<file path="config.mk">
export PLATFORM = sky130hd
export DESIGN_NAME = vec_irq_arbiter
export DESIGN_NICKNAME = d
export VERILOG_FILES = /design/src/rtl/irq_arb_pkg.sv /design/src/rtl/irq_src_merge.sv /design/src/rtl/irq_prio_select.sv /design/src/rtl/irq_level_stack.sv /design/src/rtl/vec_irq_arbiter.sv
export SDC_FILE = /design/constraint.sdc
export NUM_CORES = 1
export LEC_CHECK = 0
export ABC_AREA = 1
export BUFFER_PORTS_ARGS = -buffer_cell sky130_fd_sc_hd__clkbuf_2
export CORE_MARGIN = 8
export CORE_UTILIZATION = 40
export DETAILED_ROUTE_END_ITERATION = 16
export PLACE_DENSITY = 0.66
export SETUP_SLACK_MARGIN = 0.02
export SLEW_MARGIN = 15
export SYNTH_ARGS = -nofsm -noshare
export SYNTH_HDL_FRONTEND = slang
export SYNTH_SLANG_ARGS = --single-unit
</file>
<file path="constraint.sdc">
create_clock -name clk -period 21.6 [get_ports clk]
set_clock_uncertainty 0.2 [all_clocks]
set_input_delay 2.16 -clock clk [delete_from_list [all_inputs] [get_ports clk]]
set_output_delay 2.16 -clock clk [all_outputs]
set_load 0.01 [all_outputs]
</file>
<file path="src/rtl/irq_arb_pkg.sv">
// Package: shared types and the level-code to rank mapping for the
// interrupt arbiter. Assumes 2-bit level codes and 2-bit ranks.
package irq_arb_pkg;

    // Rank: 0 = nothing, 1 = low, 2 = high, 3 = highest
    typedef logic [1:0] rank_t;

    // Map a programmed level code to its rank; codes 2 and 3 are both highest
    function automatic rank_t code_to_rank(input logic [1:0] code);
        rank_t r;
        case (code)
            2'd0:    r = 2'd1;
            2'd1:    r = 2'd2;
            default: r = 2'd3;
        endcase
        return r;
    endfunction

endpackage

</file>
<file path="src/rtl/irq_src_merge.sv">
// Module: irq_src_merge
// ORs the group of source lines belonging to each vector slot into one
// pending bit. Assumes sources are packed slot-major, SRC_PER_SLOT per slot.
module irq_src_merge #(
    parameter int NUM_VEC      = 10,
    parameter int SRC_PER_SLOT = 3
) (
    input  logic [NUM_VEC*SRC_PER_SLOT-1:0] src_req,
    output logic [NUM_VEC-1:0]              slot_pend
);

    // One reduction OR per slot
    for (genvar v = 0; v < NUM_VEC; v++) begin : g_slot
        assign slot_pend[v] = |src_req[v*SRC_PER_SLOT +: SRC_PER_SLOT];
    end

endmodule

</file>
<file path="src/rtl/irq_prio_select.sv">
// Module: irq_prio_select
// Chooses among pending slots the one with the greatest rank strictly above
// the in-service rank; ties go to the lowest index. Purely combinational.
// Assumes ranks are nonzero for every slot (all codes map to rank >= 1).
module irq_prio_select
    import irq_arb_pkg::*;
#(
    parameter int NUM_VEC = 10,
    localparam int IDX_W  = (NUM_VEC > 1) ? $clog2(NUM_VEC) : 1
) (
    input  logic [NUM_VEC-1:0]   slot_pend,
    input  logic [2*NUM_VEC-1:0] slot_level,
    input  rank_t                svc_rank,
    output logic                 any_win,
    output logic [IDX_W-1:0]     win_idx,
    output rank_t                win_rank,
    output logic [NUM_VEC-1:0]   grant
);

    rank_t              slot_rank [NUM_VEC];
    logic [NUM_VEC-1:0] elig;

    // Per-slot rank decode and eligibility against the in-service rank
    for (genvar v = 0; v < NUM_VEC; v++) begin : g_rank
        assign slot_rank[v] = code_to_rank(slot_level[2*v +: 2]);
        assign elig[v]      = slot_pend[v] && (slot_rank[v] > svc_rank);
    end

    // Scan from the top index down so that an equal rank at a lower index replaces it
    always_comb begin
        win_idx  = '0;
        win_rank = '0;
        for (int i = NUM_VEC - 1; i >= 0; i--) begin
            if (elig[i] && (slot_rank[i] >= win_rank)) begin
                win_idx  = IDX_W'(i);
                win_rank = slot_rank[i];
            end
        end
    end

    // One-hot grant and presence flag derived from the scan result
    always_comb begin
        any_win = (win_rank != 2'd0);
        grant   = '0;
        if (any_win) grant[win_idx] = 1'b1;
    end

endmodule

</file>
<file path="src/rtl/irq_level_stack.sv">
// Module: irq_level_stack
// Shift stack of in-service ranks; entry 0 is the top. A push shifts down,
// a pop shifts up and fills with zero. Pop wins over push. Assumes pushed
// ranks are nonzero and strictly above the current top (enforced upstream).
module irq_level_stack
    import irq_arb_pkg::*;
#(
    parameter int DEPTH = 3,
    localparam int SP_W = $clog2(DEPTH + 1)
) (
    input  logic  clk,
    input  logic  rst_n,
    input  logic  push,
    input  rank_t push_rank,
    input  logic  pop,
    output rank_t top_rank
);

    rank_t           stk [DEPTH];
    logic [SP_W-1:0] sp;
    logic            do_pop;
    logic            do_push;

    // Pop only when something is stacked; push only when no pop this cycle
    assign do_pop   = pop && (sp != '0);
    assign do_push  = push && !pop && (sp != SP_W'(DEPTH));
    assign top_rank = stk[0];

    // Occupancy counter
    always_ff @(posedge clk) begin
        if (!rst_n)       sp <= '0;
        else if (do_pop)  sp <= sp - 1'b1;
        else if (do_push) sp <= sp + 1'b1;
    end

    // Stack entries, one register per level of nesting
    for (genvar i = 0; i < DEPTH; i++) begin : g_ent
        always_ff @(posedge clk) begin
            if (!rst_n) begin
                stk[i] <= '0;
            end else if (do_pop) begin
                if (i == DEPTH - 1) stk[i] <= '0;
                else                stk[i] <= stk[(i + 1) % DEPTH];
            end else if (do_push) begin
                if (i == 0) stk[i] <= push_rank;
                else        stk[i] <= stk[(i + DEPTH - 1) % DEPTH];
            end
        end
    end

    // a push request never meets a full stack
    p_no_overflow_r9: assert property (@(posedge clk) disable iff (!rst_n)
        (push && !pop) |-> (sp != SP_W'(DEPTH)));

    // a pop exposes the entry that was beneath the top
    p_pop_restores_r10: assert property (@(posedge clk) disable iff (!rst_n)
        (pop && sp != '0) |=> (top_rank == $past(stk[(1 % DEPTH)]) || DEPTH == 1));

    // a pop on an empty stack changes nothing
    p_empty_pop_r10: assert property (@(posedge clk) disable iff (!rst_n)
        (pop && sp == '0) |=> (top_rank == 2'd0 && sp == '0));

    // nested levels increase strictly toward the top
    p_nest_order_r4: assert property (@(posedge clk) disable iff (!rst_n)
        (sp >= SP_W'(2)) |-> (stk[0] > stk[(1 % DEPTH)]));

endmodule

</file>
<file path="src/rtl/vec_irq_arbiter.sv">
// Module: vec_irq_arbiter (top)
// Three-level nested vectored interrupt arbiter. Merges sources per slot,
// selects the winner above the in-service level, presents its vector
// address and level, and tracks nesting on acknowledge and return.
// Assumes the core raises ack only for the request it sees on irq.
module vec_irq_arbiter
    import irq_arb_pkg::*;
#(
    parameter int NUM_VEC      = 10,
    parameter int SRC_PER_SLOT = 3,
    parameter int ADDR_W       = 17,
    parameter int VEC_BASE     = 3,
    parameter int VEC_STRIDE   = 8,
    parameter int STK_DEPTH    = 3,
    localparam int IDX_W       = (NUM_VEC > 1) ? $clog2(NUM_VEC) : 1,
    localparam int LAST_ADDR   = VEC_BASE + VEC_STRIDE * (NUM_VEC - 1)
) (
    input  logic                            clk,
    input  logic                            rst_n,
    input  logic [NUM_VEC*SRC_PER_SLOT-1:0] src_req,
    input  logic [2*NUM_VEC-1:0]            slot_level,
    input  logic                            glb_en,
    input  logic                            ack,
    input  logic                            reti,
    output logic                            irq,
    output logic [ADDR_W-1:0]               vec_addr,
    output logic [1:0]                      acc_level,
    output logic [1:0]                      svc_level
);

    logic [NUM_VEC-1:0] slot_pend;
    logic [NUM_VEC-1:0] grant;
    logic               any_win;
    logic [IDX_W-1:0]   win_idx;
    rank_t              win_rank;
    rank_t              svc_rank;

    irq_src_merge #(
        .NUM_VEC      (NUM_VEC),
        .SRC_PER_SLOT (SRC_PER_SLOT)
    ) u_merge (
        .src_req   (src_req),
        .slot_pend (slot_pend)
    );

    irq_prio_select #(
        .NUM_VEC (NUM_VEC)
    ) u_select (
        .slot_pend  (slot_pend),
        .slot_level (slot_level),
        .svc_rank   (svc_rank),
        .any_win    (any_win),
        .win_idx    (win_idx),
        .win_rank   (win_rank),
        .grant      (grant)
    );

    irq_level_stack #(
        .DEPTH (STK_DEPTH)
    ) u_stack (
        .clk       (clk),
        .rst_n     (rst_n),
        .push      (ack && irq),
        .push_rank (win_rank),
        .pop       (reti),
        .top_rank  (svc_rank)
    );

    // Outputs to the core: gated request, vector address and entry level
    always_comb begin
        irq       = glb_en && any_win;
        vec_addr  = '0;
        acc_level = '0;
        if (irq) begin
            vec_addr  = ADDR_W'(VEC_BASE) + ADDR_W'(win_idx) * ADDR_W'(VEC_STRIDE);
            acc_level = win_rank;
        end
        svc_level = svc_rank;
    end

    // the global enable masks every request
    p_glb_mask_r8: assert property (@(posedge clk) disable iff (!rst_n)
        !glb_en |-> !irq);

    // a presented request lies strictly above the in-service level
    p_above_svc_r4: assert property (@(posedge clk) disable iff (!rst_n)
        irq |-> (acc_level > svc_level));

    // at most one slot is granted
    p_onehot_grant_r6: assert property (@(posedge clk) disable iff (!rst_n)
        $onehot0(grant));

    // the address lands on a slot entry inside the vector range
    p_addr_range_r7: assert property (@(posedge clk) disable iff (!rst_n)
        irq |-> (int'(vec_addr) >= VEC_BASE && int'(vec_addr) <= LAST_ADDR &&
                 ((int'(vec_addr) - VEC_BASE) % VEC_STRIDE) == 0));

    // an accepted acknowledge enters the presented level
    p_push_level_r9: assert property (@(posedge clk) disable iff (!rst_n)
        (ack && irq && !reti) |=> (svc_level == $past(acc_level)));

    // an acknowledge with nothing presented leaves the level alone
    p_ack_idle_r9: assert property (@(posedge clk) disable iff (!rst_n)
        (ack && !irq && !reti) |=> $stable(svc_level));

endmodule

</file>
==> out/qor.csv <==
metric,value,unit
io_pins,77,
portBuffers,65,
core_area,0.00507,sq mm
clkSinkCount,8,
yosys_warnings,0,
synthXorXnorAreaFrac,0,%
grt_max_degree,13,
start_util,41.1,%
worstSkewPairLatency,0.23,ns
cts_resized,0,
pwr-share-seq,15.2,%
multi_input_area,0.00152,sq mm
grt_pass1_wl,8490,um
drive_above_1_share,24.9,%
synth_top_family_by_area,simple AND/OR/NAND/NOR gates,
ys_seq_elements,8,
max_slew.worst_pin.slew,0.592,ns
regArea,220,sq um
placed_cell_area,0.00243,sq mm
max_stage_delay,0.36,ns
dieWidth,88.2,um
cts_made_buffers,3,
drtIter0Drc,68,
vdd_drop_max,0.0538,mV
die_h,88.2,um
start_kind,input port,
synth_compound_area_share,13.8,%
synth_simple_gate_area_share,38.8,%
die_area,0.00777,sq mm
cts_hold_buf,0,
num_antenna_cells,0,
fillers,554,
finalCritPeriodShare,71.2,%
syn_area,0.00208,sq mm
post-place-cells,460,
via_count,2154,
hold-worst-slack,0.270,ns
power_switching,63.3,uW
cts_setup_buffers,0,
slew_headroom,60.6,%
htreeDepth,1,
wl_per_cell,10.4,um
finalMaxSlewViolations,0,
drt-total-wl,4810,um
grt_antenna_before_repair,0,
crit_path_frequent_cell,nand2_1,
grt_pass1_vias,2170,
seq_area_frac_synth,10.6,%
drt_first_pass_iters,4,
power_density,52.0,mW/mm^2
power_switching_share,49.1,%
detail-route-antenna-nets,0,
row_count,26,
hold_class,flip-flop to flip-flop,
worstPathArrival,13.02,ns
fin_crit,15.38,ns
hold_viol,0,
maxCapViolations,0,
synth_area_leaders,"ha_1 19%, inv_1 13%, nand2_1 10%, edfxtp_1 8.6%, nor2_1 7.4%",
cts_max_path_buffers,2,
synth.top_cell.area_share,18.6,%
syn_avg_cell_area,6.33,sq um
vias_per_cell,4.64,
cts-root-buf,clkbuf_8,
cp_max_fo,6,
grt_overflow_total,0,
nNetsFinal,481,
finalInstanceArea,0.00248,sq mm
crit_path_end_kind,output pin,
reg2reg_slack,9.89,ns
routabilityCongestion,0.813,
stdcell_count,464,
worstPathRequired,19.24,ns
status,completed,
yosys.area.top_type,ha_1,
finalSetupViolCount,0,
setup_tns,0,ns
timing.fmax,0.0650,GHz
place_hpwl,4360,um
rsz0062_at_grt,no,
synth_fa_ha_area_share,18.6,%
intPower,65.6,uW
grt_usage,13.0,%
clkPwrFrac,14.6,%
drc_errors,0,
crit_slowest_cell,a311oi_1,
netlist_instances,329,
synthMuxAreaShare,0,%
critical_path_class,input port to output pin,
cts_tree,yes,
power.leakage,0.00142,uW
comb_power_share,70.2,%
area_growth_syn_to_layout,18.9,%
synth_cell_types,41,
clk_pin_slew,0.04,ns
## registers in the layout (all words and copies together) (netlist names)
signal,cells
u_stack.stk,6
u_stack.sp,2
## critical path: cells and delay by family
family | cells | cell delay, ns
adder cells (fa/ha/maj) | 10 | 2.86
AO/OA/AOI/OAI | 14 | 2.10
buffers and inverters | 9 | 0.68
AND/OR/NAND/NOR | 43 | 5.25
## placed cells by master, fill, tap and decap left out, drive strengths merged
cell type | synthesis | layout
a211oi | 1 | 1
a21oi | 13 | 13
a22oi | 1 | 1
a311oi | 1 | 1
and2 | 2 | 2
clkbuf | 0 | 69
conb | 1 | 11
dfxtp | 2 | 2
edfxtp | 6 | 6
ha | 31 | 31
inv | 73 | 73
nand2 | 63 | 63
nand3 | 27 | 27
nand3b | 1 | 1
nand4 | 8 | 8
nor2 | 43 | 43
nor2b | 1 | 1
nor3 | 6 | 6
nor4 | 2 | 2
o2111ai | 1 | 1
o211ai | 1 | 1
o21ai | 21 | 21
o21bai | 3 | 3
o41ai | 1 | 1
or2 | 3 | 3
or3 | 3 | 3
## area by class of cell
class,instances,area share [%]
flip-flops and latches,8,8.89
clock buffers,4,1.82
repair buffers,65,13.1
inverters,73,11.1
multi-input cells,244,61.5
well taps,70,3.54
## power by group through the flow
stage | Combinational (uW) | Clock, uW | Sequential [uW]
finish | 90.4 | 18.9 | 19.6
global route | 106 | 20.2 | 19.7
CTS | 91.5 | 19.3 | 19.6
detailed placement | 90.9 | 0 | 19.8
global placement | 88.5 | 0 | 19.7
floorplan | 71.3 | 0 | 19.4
## stage by stage
step | total power, uW | utilization (%) | setup slack [ns]
2_1_floorplan | 90.7 | - | 7.52
3_3_place_gp | 108 | 47.9 | 6.41
3_5_place_dp | 111 | 47.9 | 6.13
4_1_cts | 130 | 48.8 | 6.08
5_1_grt | 146 | 48.8 | 4.75
6_report | 129 | 48.8 | 6.22
## cells by family (layout without fill, tap and decap cells)
family                     count (synthesis)  count (layout)
DFF                                        8               8
buffers and inverters                     87             142
adders and majority gates                 31              31
and+or+nand+nor                          159             159
other                                      1              11
AOI/OAI and AO/OA                         43              43
## Yosys cell counts
cell / instances
a211oi_1: 1
a21oi_1: 12
a21oi_2: 1
a22oi_1: 1
a311oi_1: 1
and2_1: 2
buf_2: 1
buf_4: 13
conb_1: 1
dfxtp_1: 2
edfxtp_1: 6
ha_1: 31
inv_1: 72
inv_2: 1
nand2_1: 57
nand2_2: 5
nand2_4: 1
nand3_1: 17
nand3_2: 10
nand3b_1: 1
nand4_1: 5
nand4_2: 1
nand4_4: 2
nor2_1: 41
nor2_2: 1
nor2_4: 1
nor2b_1: 1
nor3_1: 6
nor4_1: 2
o2111ai_1: 1
o211ai_1: 1
o21ai_0: 13
o21ai_1: 5
o21ai_2: 3
o21bai_1: 2
o21bai_4: 1
o41ai_4: 1
or2_1: 1
or2_2: 1
or2_4: 1
or3_1: 3
## routing by layer
layer  share of wire (%)  global-route usage (%)  wire length (um)  vias up
li1                    -                       -                 -     1179
met1                  45                    14.8              2150      927
met2                  49                    24.8              2360       46
met3                 6.1                    2.72               292        2
met4                0.21                   0.922                10        0
met5                   0                       0                 0        -
## path summary, 6_finish.rpt
path	from	to	cells past startpoint
worst min register to register	u_stack.sp[1]	u_stack.sp[1]	2
worst max-delay path	slot_level[19]	vec_addr[4]	76
worst max register to register	u_stack.stk[0][1]	u_stack.stk[0][0]	74
worst min-delay path	u_stack.sp[1]	u_stack.sp[1]	2
No activity file was read; power rests on OpenSTA's default activity.
